--- config.mk ---
export PLATFORM = sky130hd
export DESIGN_NAME = swsr_ctrl
export DESIGN_NICKNAME = d
export VERILOG_FILES = /design/src/rtl/swsr_pkg.sv /design/src/rtl/swsr_matcher.sv /design/src/rtl/swsr_timer.sv /design/src/rtl/swsr_mem.sv /design/src/rtl/swsr_ctrl.sv
export SDC_FILE = /design/constraint.sdc
export NUM_CORES = 1
export LEC_CHECK = 0
export ABC_AREA = 0
export BUFFER_PORTS_ARGS = -buffer_cell sky130_fd_sc_hd__buf_2
export CELL_PAD_IN_SITES_DETAIL_PLACEMENT = 1
export CELL_PAD_IN_SITES_GLOBAL_PLACEMENT = 2
export CORE_ASPECT_RATIO = 0.8
export CORE_UTILIZATION = 40
export DETAILED_ROUTE_END_ITERATION = 8
export HOLD_SLACK_MARGIN = 0.15
export PLACE_DENSITY_LB_ADDON = 0.1
export SLEW_MARGIN = 15
export SYNTH_ARGS = -nofsm -noshare
export SYNTH_HDL_FRONTEND = slang
export SYNTH_SLANG_ARGS = --single-unit
export TNS_END_PERCENT = 50
--- constraint.sdc ---
create_clock -name clk -period 11.29 [get_ports clk]
set_input_delay 1.129 -clock clk [delete_from_list [all_inputs] [get_ports clk]]
set_output_delay 1.129 -clock clk [all_outputs]
set_load 0.01 [all_outputs]
--- src/rtl/swsr_pkg.sv ---
package swsr_pkg;

    localparam int ADDR_W   = 13;
    localparam int N_STEPS  = 6;
    localparam int STEP_W   = $clog2(N_STEPS);

    localparam logic [ADDR_W-1:0] KEY_STORE  = 13'h0DB6;
    localparam logic [ADDR_W-1:0] KEY_RECALL = 13'h1249;

    typedef enum logic [1:0] {
        ST_BOOT_RCL,
        ST_IDLE,
        ST_STORE,
        ST_RECALL
    } ctl_state_t;

    // shared prefix keys, position 0 .. N_STEPS-2
    function automatic logic [ADDR_W-1:0] prefix_key(input logic [STEP_W-1:0] pos);
        logic [ADDR_W-1:0] k;
        case (pos)
            3'd0:    k = 13'h1A5C;
            3'd1:    k = 13'h05A3;
            3'd2:    k = 13'h1F00;
            3'd3:    k = 13'h00FF;
            default: k = 13'h1234;
        endcase
        return k;
    endfunction

endpackage

--- src/rtl/swsr_matcher.sv ---
module swsr_matcher
    import swsr_pkg::*;
(
    input  logic              clk,
    input  logic              rst_n,
    input  logic              clr,
    input  logic              rd_ev,
    input  logic              wr_ev,
    input  logic [ADDR_W-1:0] addr,
    output logic              hit_store,
    output logic              hit_recall
);

    localparam logic [STEP_W-1:0] LAST = STEP_W'(N_STEPS - 1);

    logic [STEP_W-1:0] step_q, step_d;
    logic              at_last, is_first;

    assign at_last  = (step_q == LAST);
    assign is_first = (addr == prefix_key('0));

    always_comb begin
        hit_store  = rd_ev && at_last && (addr == KEY_STORE);
        hit_recall = rd_ev && at_last && (addr == KEY_RECALL);
        step_d     = step_q;
        if (clr || wr_ev) begin
            step_d = '0;
        end else if (rd_ev) begin
            if (!at_last && (addr == prefix_key(step_q))) begin
                step_d = step_q + 1'b1;
            end else if (is_first) begin
                step_d = STEP_W'(1);
            end else begin
                step_d = '0;
            end
        end
    end

    always_ff @(posedge clk) begin
        if (!rst_n) begin
            step_q <= '0;
        end else begin
            step_q <= step_d;
        end
    end

endmodule

--- src/rtl/swsr_timer.sv ---
module swsr_timer #(
    parameter int CNT_W = 8,
    parameter int INIT  = 0
) (
    input  logic             clk,
    input  logic             rst_n,
    input  logic             load,
    input  logic [CNT_W-1:0] load_val,
    output logic             done
);

    logic [CNT_W-1:0] cnt_q;

    always_ff @(posedge clk) begin
        if (!rst_n) begin
            cnt_q <= CNT_W'(INIT);
        end else if (load) begin
            cnt_q <= load_val;
        end else if (cnt_q != '0) begin
            cnt_q <= cnt_q - 1'b1;
        end
    end

    assign done = (cnt_q == '0);

endmodule

--- src/rtl/swsr_mem.sv ---
module swsr_mem #(
    parameter int MEM_AW = 4,
    parameter int DATA_W = 8
) (
    input  logic              clk,
    input  logic              rst_n,
    input  logic              wr_en,
    input  logic              rd_en,
    input  logic              snap,
    input  logic              restore,
    input  logic [MEM_AW-1:0] addr,
    input  logic [DATA_W-1:0] din,
    output logic [DATA_W-1:0] rd_q
);

    localparam int DEPTH = 1 << MEM_AW;

    logic [DATA_W-1:0] sram_q [DEPTH];
    logic [DATA_W-1:0] nv_q   [DEPTH];

    // working array: restore wins over a single write
    always_ff @(posedge clk) begin
        if (restore) begin
            for (int i = 0; i < DEPTH; i++) begin
                sram_q[i] <= nv_q[i];
            end
        end else if (wr_en) begin
            sram_q[addr] <= din;
        end
    end

    // shadow array keeps its contents through reset
    always_ff @(posedge clk) begin
        if (snap) begin
            for (int i = 0; i < DEPTH; i++) begin
                nv_q[i] <= sram_q[i];
            end
        end
    end

    always_ff @(posedge clk) begin
        if (!rst_n) begin
            rd_q <= '0;
        end else if (rd_en) begin
            rd_q <= sram_q[addr];
        end
    end

endmodule

--- src/rtl/swsr_ctrl.sv ---
module swsr_ctrl
    import swsr_pkg::*;
#(
    parameter int MEM_AW     = 4,
    parameter int DATA_W     = 8,
    parameter int BOOT_CYC   = 68750,
    parameter int STORE_CYC  = 1250000,
    parameter int RECALL_CYC = 2500
) (
    input  logic              clk,
    input  logic              rst_n,
    input  logic [ADDR_W-1:0] addr,
    input  logic              ce_n,
    input  logic              we_n,
    input  logic              oe_n,
    input  logic              pwr_ok,
    input  logic [DATA_W-1:0] din,
    output logic [DATA_W-1:0] dout,
    output logic              busy,
    output logic              store_go,
    output logic              recall_go,
    output logic              inhibit
);

    localparam int MAX_A   = (BOOT_CYC > STORE_CYC) ? BOOT_CYC : STORE_CYC;
    localparam int MAX_CYC = (MAX_A > RECALL_CYC) ? MAX_A : RECALL_CYC;
    localparam int CNT_W   = $clog2(MAX_CYC + 1);

    ctl_state_t        state_q, state_d;
    logic              ce_q, acc_ev, idle, rd_ev, wr_ev;
    logic              hit_store, hit_recall;
    logic              tmr_load, tmr_done, snap, restore;
    logic [CNT_W-1:0]  tmr_val;
    logic [DATA_W-1:0] rd_q;

    // access event: falling chip enable
    always_ff @(posedge clk) begin
        if (!rst_n) begin
            ce_q <= 1'b1;
        end else begin
            ce_q <= ce_n;
        end
    end

    assign idle   = (state_q == ST_IDLE);
    assign acc_ev = ce_q && !ce_n;
    assign rd_ev  = acc_ev && we_n && idle;
    assign wr_ev  = acc_ev && !we_n && idle;

    swsr_matcher u_match (
        .clk        (clk),
        .rst_n      (rst_n),
        .clr        (!idle),
        .rd_ev      (rd_ev),
        .wr_ev      (wr_ev),
        .addr       (addr),
        .hit_store  (hit_store),
        .hit_recall (hit_recall)
    );

    swsr_timer #(.CNT_W(CNT_W), .INIT(BOOT_CYC - 1)) u_tmr (
        .clk      (clk),
        .rst_n    (rst_n),
        .load     (tmr_load),
        .load_val (tmr_val),
        .done     (tmr_done)
    );

    // next state and timer launch
    always_comb begin
        state_d  = state_q;
        tmr_load = 1'b0;
        tmr_val  = '0;
        unique case (state_q)
            ST_BOOT_RCL: if (tmr_done) state_d = ST_IDLE;
            ST_IDLE: begin
                if (hit_store && pwr_ok) begin
                    state_d  = ST_STORE;
                    tmr_load = 1'b1;
                    tmr_val  = CNT_W'(STORE_CYC - 1);
                end else if (hit_recall) begin
                    state_d  = ST_RECALL;
                    tmr_load = 1'b1;
                    tmr_val  = CNT_W'(RECALL_CYC - 1);
                end
            end
            ST_STORE:    if (tmr_done) state_d = ST_IDLE;
            ST_RECALL:   if (tmr_done) state_d = ST_IDLE;
            default:     state_d = ST_IDLE;
        endcase
    end

    assign snap    = idle && (state_d == ST_STORE);
    assign restore = ((state_q == ST_BOOT_RCL) || (state_q == ST_RECALL)) && tmr_done;

    always_ff @(posedge clk) begin
        if (!rst_n) begin
            state_q <= ST_BOOT_RCL;
        end else begin
            state_q <= state_d;
        end
    end

    // registered strobes
    always_ff @(posedge clk) begin
        if (!rst_n) begin
            store_go  <= 1'b0;
            recall_go <= 1'b0;
        end else begin
            store_go  <= snap;
            recall_go <= idle && (state_d == ST_RECALL);
        end
    end

    always_comb begin
        busy    = !idle;
        inhibit = (state_q != ST_IDLE);
        dout    = oe_n ? '0 : rd_q;
    end

    swsr_mem #(.MEM_AW(MEM_AW), .DATA_W(DATA_W)) u_mem (
        .clk     (clk),
        .rst_n   (rst_n),
        .wr_en   (wr_ev),
        .rd_en   (rd_ev),
        .snap    (snap),
        .restore (restore),
        .addr    (addr[MEM_AW-1:0]),
        .din     (din),
        .rd_q    (rd_q)
    );

endmodule

==> results of run 1 <==
## sequential cells by signal (all words and copies together), names as in the netlist
name,flops
u_mem.nv_q,128
u_mem.sram_q,128
u_tmr.cnt_q,21
u_mem.rd_q,8
u_match.step_q,3
state_q,2
ce_q,1
recall_go,1
store_go,1
## worst paths after layout
| kind | depth (start not counted) | endpoint | from | slack, ps |
|---|---|---|---|---|
| worst min register to register | 0 | u_mem.nv_q[1][24] | u_mem.sram_q[11][0] | 440 |
| worst max register to register | 7 | u_mem.nv_q[0][59] | state_q[0] | 7200 |
| worst min-delay path | 0 | u_mem.nv_q[1][24] | u_mem.sram_q[11][0] | 440 |
| worst max-delay path | 8 | u_mem.nv_q[0][59] | addr[1] | 6460 |
## stage by stage
stage           util  std cells
2_1_floorplan      -        777
3_3_place_gp   0.431       1199
3_5_place_dp   0.431       1199
4_1_cts        0.463       1251
5_1_grt        0.463       1251
6_report       0.463       1251
## routing by layer
metal,share of wire,GRT usage,vias up
met5,0,0,-
met4,0.013,0.0333,0
met3,0.064,0.0464,29
met2,0.44,0.296,198
met1,0.49,0.303,3673
li1,-,-,3113
## cell type report
cell class	instances	area (um^2)
Clock buffer	43	887
Clock inverter	9	93.8
Fill cell	2998	16500
Inverter	7	26.3
Multi-Input combinational cell	439	4030
Sequential cell	293	8430
Tap cell	413	517
Timing Repair Buffer	47	258
## layout by cell type (no fill, tap or decap), types with 10 or more instances in the layout
cell type and count:
edfxtp_1 256, mux2_1 96, nand2_1 38, buf_2 38, dfxtp_1 37, clkbuf_16 33
mux2_2 32, mux4_2 32, o21ai_0 27, nand3_1 25, nor2_1 21, nor2b_1 17
xor2_1 13, nor3_1 12, and2_1 10
## worst max-delay path: cells and delay by family
family          cells  cell delay [ps]
compound gates      1              140
buf+inv             3             1310
simple gates        4             2340
## cells by family after synthesis
| kind of cell | count (synthesis) |
|---|---|
| muxes | 161 |
| adders and majority gates | 8 |
| buffers and inverters | 45 |
| DFF | 293 |
| and+or+nand+nor | 185 |
| xor gates and xnor gates | 19 |
| AOI/OAI and AO/OA | 66 |
## power by group
part | switching (mW) | internal (mW)
clock network | 0.411 | 0.587
registers | 0.00171 | 1.16
logic | 0.0450 | 0.0227
total | 0.458 | 1.77
==> impl_metrics.env, run 1 <==
export IMPL_clock_latency_ps=570
export IMPL_post_cts_buffers=0
export IMPL_synth_commonest_cells="256 x edfxtp_1, 96 x mux2_1, 38 x nand2_1"
export IMPL_place_gp_congestion=0.809
export IMPL_dp_slack_ps=5860
export IMPL_grt_antenna_before_repair=0
export IMPL_synth_compound_area_frac=0.0338
export IMPL_initial_utilization=0.411
export IMPL_cts_buffers=30
export IMPL_critical_path_class="input pin to register"
export IMPL_synth_top_area_share=0.608
export IMPL_syn_nets=812
export IMPL_syn2layout_area_growth_pct=12.6
export IMPL_setup_violations=0
export IMPL_slew_headroom=0.196
export IMPL_drc=0
export IMPL_hold_viol_final=0
export IMPL_skew_ps=14.8
export IMPL_grt_pass1_wl_um=48200
export IMPL_synth_xor_area_frac=0.0132
export IMPL_path_cells="buf_2 -> buf_4 -> and2_1 -> nand4_1 -> or3_1 -> o21ai_0 -> and3_4 -> buf_4"
export IMPL_die_h_um=161
export IMPL_syn_inst=777
export IMPL_yosysMostFrequentCell="edfxtp_1"
export IMPL_cp_start_kind="input pin"
export IMPL_die_width_um=201
export IMPL_vias=7013
export IMPL_post_cts_resized=0
export IMPL_synth_edf_count=256
export IMPL_period_needed_ps=4830
export IMPL_yosysUniqueCellTypes=54
export IMPL_drtIter0Drc=505
export IMPL_critPathArrivalTime_ps=5020
export IMPL_maxSlewViolCount=0
export IMPL_wl_per_cell_um=25.2
export IMPL_cts_max_path_buffers=3
export IMPL_ant_nets=0
export IMPL_crit_fanout=77
export IMPL_hpwlAfterDp_um=20800
export IMPL_synthMuxAreaShare=0.172
export IMPL_dieArea_mm2=0.0323
export IMPL_powerDensity_mw_per_mm2=157
export IMPL_fmax_mhz=207
export IMPL_final_cell_area_mm2=0.0142
export IMPL_wirelength_um=31500
export IMPL_maxCapViolCount=0
export IMPL_async_flop_share=0
export IMPL_cpMostUsedCell="buf_4"
export IMPL_yosys_area_top_type="edfxtp_1"
export IMPL_tns_ps=0
export IMPL_io_pins=39
export IMPL_grt_max_degree=78
export IMPL_synthSimpleGateAreaFrac=0.0912
export IMPL_viasPerCell=5.61
export IMPL_coreArea_mm2=0.0307
export IMPL_fin_crit_sh=0.428
export IMPL_clkTransAtPathRegs_ps=60
export IMPL_yosys_top_cells_area="edfxtp_1 61%, mux2_1 8.5%, dfxtp_1 5.9%"
export IMPL_layout_drive_gt1_share=0.212
export IMPL_cts_sinks=293
export IMPL_power_total_mw=2.23
export IMPL_synth_top_family_by_area="multiplexers"
export IMPL_first_global_vias=7332
export IMPL_ir_drop_mv=0.109
export IMPL_worstMarginPinSlew_ps=1200
export IMPL_whs_ps=443
export IMPL_nets=853
export IMPL_synth_seq_cells=293
export IMPL_antenna_cells=0
export IMPL_leakagePower_nw=4.70
export IMPL_cts_tree="built"
export IMPL_ys_seq_area_frac=0.666
export IMPL_row_count=57
export IMPL_slowest_delay_ps=980
export IMPL_status="complete, no violations"
export IMPL_firstDrtPassIters=5
export IMPL_grt_ovfl_total=0
export IMPL_rsz0062_at_grt="no"
export IMPL_placed_area_mm2=0.0133
export IMPL_end_kind="register"
export IMPL_synth_avg_cell_area_um2=16.3
export IMPL_ys_flop_type="edfxtp_1"
export IMPL_grt_use_total=0.200
export IMPL_root_buffer="clkbuf_16"
export IMPL_critPathSlowestCell="and3_4"
export IMPL_required_ps=11480
export IMPL_port_buffer_count=38
export IMPL_setup_slack_ps=6460
export IMPL_synthAdderAreaFrac=0.00791
export IMPL_hp_class="register to register"
export IMPL_netlist_area_mm2=0.0126
export IMPL_ys_warn_count=0
export IMPL_htree_levels=1
export IMPL_cts_hold_buf=0
Power figures use the tool's default switching activity.
==> inputs of run 2 (changes only) <==
==> constraint.sdc (replaced) <==
create_clock -name clk -period 4 [get_ports clk]
set_input_delay 0.4 -clock clk [delete_from_list [all_inputs] [get_ports clk]]
set_output_delay 0.4 -clock clk [all_outputs]
set_load 0.01 [all_outputs]
==> run 2 against run 1 <==
Die area unchanged. Highest routed layer unchanged. Global-route usage increased by 0.19 points. Hold slack got worse by 190 ps. Clock skew decreased by 3.6 ps. Design area increased by 1.5%. Worst setup slack got worse by 5700 ps.
==> impl_metrics.env, run 2 (synthesis gave the netlist of run 1 again) <==
export IMPL_status="complete, no violations"
export IMPL_rsz0062_at_grt="no"
export IMPL_maxCapViolCount=0
export IMPL_viasPerCell=5.59
export IMPL_seq_power_share=0.504
export IMPL_intPower_mw=5.17
export IMPL_hpwlAfterDp_um=21200
export IMPL_fin_crit_sh=0.804
export IMPL_period_needed_ps=3220
export IMPL_port_buffer_count=38
export IMPL_required_ps=4310
export IMPL_reg_top3="u_mem.nv_q (128), u_mem.sram_q (128), u_tmr.cnt_q (21)"
export IMPL_met2_usage=0.311
export IMPL_cts_buffers=31
export IMPL_critPathArrivalTime_ps=3520
export IMPL_layout_drive_gt1_share=0.226
export IMPL_grt_max_degree=61
export IMPL_hp_class="input pin to register"
export IMPL_grt_pass1_wl_um=48500
export IMPL_final_common_cell="edfxtp_1"
export IMPL_gr_usage_met3=0.0287
export IMPL_post_cts_resized=0
export IMPL_syn2layout_area_growth_pct=14.3
export IMPL_hold_viol_final=0
export IMPL_drc=0
export IMPL_end_kind="register"
export IMPL_io_pins=39
export IMPL_path_cells="or4_4 -> nor4_4 -> nand4_1 -> buf_4 -> and3b_1 -> nand2_8 -> mux2_1"
export IMPL_critical_path_class="register to register"
export IMPL_gr_max_usage_layer="met2"
export IMPL_p_sw_mw=1.35
export IMPL_swShare=0.206
export IMPL_die_h_um=161
export IMPL_wirelength_um=32000
export IMPL_root_buffer="clkbuf_16"
export IMPL_critPathSlowestCell="or4_4"
export IMPL_ir_drop_mv=0.297
export IMPL_worstMarginPinSlew_ps=774
export IMPL_maxSlewViolCount=0
export IMPL_grt_use_total=0.201
export IMPL_antenna_cells=0
export IMPL_skew_ps=11.3
export IMPL_vias=7089
export IMPL_cts_hold_buf=1
export IMPL_pwr_share_comb=0.030
export IMPL_cts_max_path_buffers=3
export IMPL_clock_latency_ps=560
export IMPL_fillers=2964
export IMPL_slowest_delay_ps=590
export IMPL_placed_cells=1209
export IMPL_grt_antenna_before_repair=0
export IMPL_crit_fanout=8
export IMPL_row_count=57
export IMPL_clkTransAtPathRegs_ps=60
export IMPL_drtIter0Drc=372
export IMPL_coreArea_mm2=0.0307
export IMPL_wl_per_cell_um=25.2
export IMPL_instances_no_fill=1268
export IMPL_dieArea_mm2=0.0323
export IMPL_tns_ps=0
export IMPL_place_gp_congestion=0.804
export IMPL_die_width_um=201
export IMPL_initial_utilization=0.411
export IMPL_slew_headroom=0.484
export IMPL_cts_tree="built"
export IMPL_cts_sinks=293
export IMPL_setup_violations=0
export IMPL_use_met1=0.306
export IMPL_leakagePower_nw=4.78
export IMPL_htree_levels=1
export IMPL_clockPowerShare=0.466
export IMPL_cp_start_kind="register"
export IMPL_mostFrequentLayoutCells="256 x edfxtp_1, 96 x mux2_1, 38 x nand2_1, 38 x buf_2, 37 x dfxtp_1"
export IMPL_first_global_vias=7432
export IMPL_post_cts_buffers=0
export IMPL_nets=865
export IMPL_powerDensity_mw_per_mm2=451
export IMPL_grt_ovfl_total=0
export IMPL_firstDrtPassIters=5
export IMPL_ant_nets=0
export IMPL_fmax_mhz=311
-- run 2: power groups by stage --
stage / registers [mW] / clock network (mW) / logic [mW]
after floorplan: 3.35 / 0 / 0.107
after global placement: 3.35 / 0 / 0.194
after detailed placement: 3.35 / 0 / 0.196
after CTS: 3.28 / 3.12 / 0.198
after global routing: 3.28 / 3.23 / 0.209
final: 3.28 / 3.04 / 0.198
-- run 2: path summary, 6_finish.rpt --
path	from	to	slack (ps)	cells past startpoint
setup / recovery	u_tmr.cnt_q[14]	u_mem.sram_q[8][7]	780	7
hold / removal	rst_n	ce_q	250	2
setup reg to reg	u_tmr.cnt_q[14]	u_mem.sram_q[8][7]	780	7
hold reg to reg	u_mem.sram_q[6][3]	u_mem.nv_q[0][51]	440	0
-- run 2: stage by stage --
step,power (mW),hold slack [ps],worst slack [ps],area (um^2),utilization
3_3_place_gp,3.54,430,788,13400,0.435
3_5_place_dp,3.54,431,754,13400,0.435
2_1_floorplan,3.45,421,154,12600,-
5_1_grt,6.72,260,620,14500,0.470
4_1_cts,6.60,223,735,14500,0.470
6_report,6.52,250,784,14500,0.470
-- run 2: per-layer routing --
metal / routed length, um / vias to the layer above
li1: - / 3142
met1: 15700 / 3766
met2: 14600 / 146
met3: 1160 / 35
met4: 500 / 0
met5: 0 / -
-- run 2: critical path: cells and delay by family, from the launching register on --
family	cells	cell delay, ps
AND/OR/NAND/NOR	5	1960
flip-flops	1	360
multiplexers	1	350
buffers and inverters	1	270
-- run 2: final cells by class --
type / instances / area (um^2) / area share
Tap cell: 413 / 517 / 0.0358
Clock buffer: 37 / 808 / 0.0559
Timing Repair Buffer: 58 / 368 / 0.0255
Multi-Input combinational cell: 439 / 4030 / 0.279
Clock inverter: 21 / 272 / 0.0188
Inverter: 7 / 26.3 / 0.00182
Sequential cell: 293 / 8430 / 0.583
==> inputs of run 3 (changes only) <==
==> constraint.sdc (replaced) <==
create_clock -name clk -period 2.6 [get_ports clk]
set_input_delay 0.26 -clock clk [delete_from_list [all_inputs] [get_ports clk]]
set_output_delay 0.26 -clock clk [all_outputs]
set_load 0.01 [all_outputs]
==> run 3 against run 2 <==
The run now ends with setup timing left. Hold slack got worse by 24 ps. Core utilization up 2.9 points. Flip-flop and latch count stayed put. Cell count grew 4.1%. Global-route usage rose by 1.6 points. Clock-buffer cell count grew 6. Sequential share of layout area down 3.3 points. Design area grew 6.2%. Critical path depth is 1 higher. Clock power increased by 48%.
==> impl_metrics.env, run 3 (synthesis gave the netlist of run 1 again) <==
export IMPL_cts_max_path_buffers=3
export IMPL_viasPerCell=5.58
export IMPL_maxCapViolCount=0
export IMPL_dieArea_mm2=0.0323
export IMPL_hpwlAfterDp_um=22100
export IMPL_cts_sinks=293
export IMPL_setup_violations=45
export IMPL_final_common_cell="edfxtp_1"
export IMPL_hold_viol_final=0
export IMPL_whs_ps=226
export IMPL_violations="setup timing"
export IMPL_grt_max_degree=46
export IMPL_drc=0
export IMPL_required_ps=2900
export IMPL_critical_path_class="register to register"
export IMPL_root_buffer="clkbuf_16"
export IMPL_powerDensity_mw_per_mm2=644
export IMPL_cp_start_kind="register"
export IMPL_critPathArrivalTime_ps=2950
export IMPL_layout_drive_gt1_share=0.363
export IMPL_fillers=2922
export IMPL_mostFrequentLayoutCells="256 x edfxtp_1, 71 x mux2_4, 52 x buf_4, 38 x buf_2, 35 x nand2_1"
export IMPL_place_gp_congestion=0.821
export IMPL_antenna_cells=0
export IMPL_status="complete, but fails checks"
export IMPL_die_h_um=161
export IMPL_port_buffer_count=38
export IMPL_maxSlewViolCount=0
export IMPL_skew_ps=18.9
export IMPL_first_global_vias=7886
export IMPL_clkTransAtPathRegs_ps=60
export IMPL_grt_antenna_before_repair=0
export IMPL_grt_pass1_wl_um=52400
export IMPL_nets=918
export IMPL_fin_crit_sh=1.02
export IMPL_row_count=57
export IMPL_period_needed_ps=2650
export IMPL_setup_slack_ps=-48.1
export IMPL_firstDrtPassIters=5
export IMPL_crit_fanout=8
export IMPL_htree_levels=1
export IMPL_grt_use_total=0.217
export IMPL_syn2layout_area_growth_pct=21.3
export IMPL_io_pins=39
export IMPL_final_cell_area_mm2=0.0153
export IMPL_grt_ovfl_total=0
export IMPL_clock_latency_ps=560
export IMPL_worstMarginPinSlew_ps=661
export IMPL_ant_nets=0
export IMPL_drtIter0Drc=561
export IMPL_leakagePower_nw=5.50
export IMPL_reg_top3="u_mem.nv_q (128), u_mem.sram_q (128), u_tmr.cnt_q (21)"
export IMPL_die_width_um=201
export IMPL_hp_class="input pin to register"
export IMPL_vias=7365
export IMPL_initial_utilization=0.411
export IMPL_placed_area_mm2=0.0138
export IMPL_rsz0062_at_grt="yes"
export IMPL_wl_per_cell_um=26.0
export IMPL_end_kind="register"
export IMPL_slew_headroom=0.559
export IMPL_coreArea_mm2=0.0307
export IMPL_cts_buffers=30
export IMPL_ir_drop_mv=0.473
export IMPL_fmax_mhz=378
export IMPL_reg2reg_slack_ps=-50
export IMPL_wirelength_um=34300
export IMPL_cts_tree="built"
export IMPL_tns_ps=-1070
==> run 3: cell count changes in the layout (fill, tap and decap cells not counted), moves of 3 or more <==
cell	change
clkinv_1	-3
mux2_1	-71
buf_4	+35
clkinvlp_4	-6
dfxtp_1	-4
clkbuf_1	+3
nand2_1	-3
nand2_8	+7
bufinv_16	-3
nand2_4	+3
dfxtp_2	+3
mux2_4	+71
clkinv_4	+4
buf_12	+8
==> run 3: cell type report <==
cell class | count | area [um^2] | area share
Sequential cell | 293 | 8440 | 0.550
Multi-Input combinational cell | 446 | 4510 | 0.294
Clock buffer | 43 | 872 | 0.0568
Timing Repair Buffer | 105 | 833 | 0.0543
Tap cell | 413 | 517 | 0.0337
Clock inverter | 13 | 154 | 0.0100
Inverter | 7 | 26.3 | 0.00171
==> run 3: power by group <==
part	internal (mW)	switching [mW]
clock network	2.64	1.86
registers	5.04	0.00695
logic	0.117	0.221
==> run 3: critical path, cell delays in order (launching register included) <==
cell and delay [ps]:
dfxtp_1 310, or4_4 560, nor4_4 250, nand4_1 210, buf_6 190, and3b_2 220, buf_12 170, nand2_8 140
mux2_4 320
==> run 3: stage by stage <==
stage / total power [mW] / util / setup slack (ps) / instances
global placement: 5.46 / 0.449 / -80.4 / 1255
finish: 9.88 / 0.499 / -48.1 / 1320
floorplan: 5.31 / - / -309 / 777
detailed placement: 5.47 / 0.449 / -148 / 1255
global route: 10.2 / 0.499 / -127 / 1320
CTS: 9.98 / 0.491 / -71.0 / 1315
==> run 3: path summary, 6_finish.rpt <==
| check | start | endpoint | cells after the start |
|---|---|---|---|
| worst max-delay path | u_tmr.cnt_q[15] | u_mem.sram_q[13][6] | 8 |
| worst min-delay path | addr[9] | u_match.step_q[2] | 5 |
| worst max register to register | u_tmr.cnt_q[15] | u_mem.sram_q[13][6] | 8 |
| worst min register to register | u_mem.sram_q[9][7] | u_mem.nv_q[1][15] | 0 |
==> run 3: routing by layer <==
layer	track usage	wire, um
met4	0.0475	736
met5	0	0
met2	0.347	15800
met3	0.0315	1530
met1	0.316	16200
==> run 3: what timing repair did <==
action | 4_1_cts | 5_1_grt
setup buffers | 1 | 2
endpoints found under the setup margin | 153 | 179
gates cloned | 4 | 3
hold endpoints to repair | 2 | 0
pin swaps | 7 | 4
resized for setup | 50 | 46
hold buffers | 3 | 0
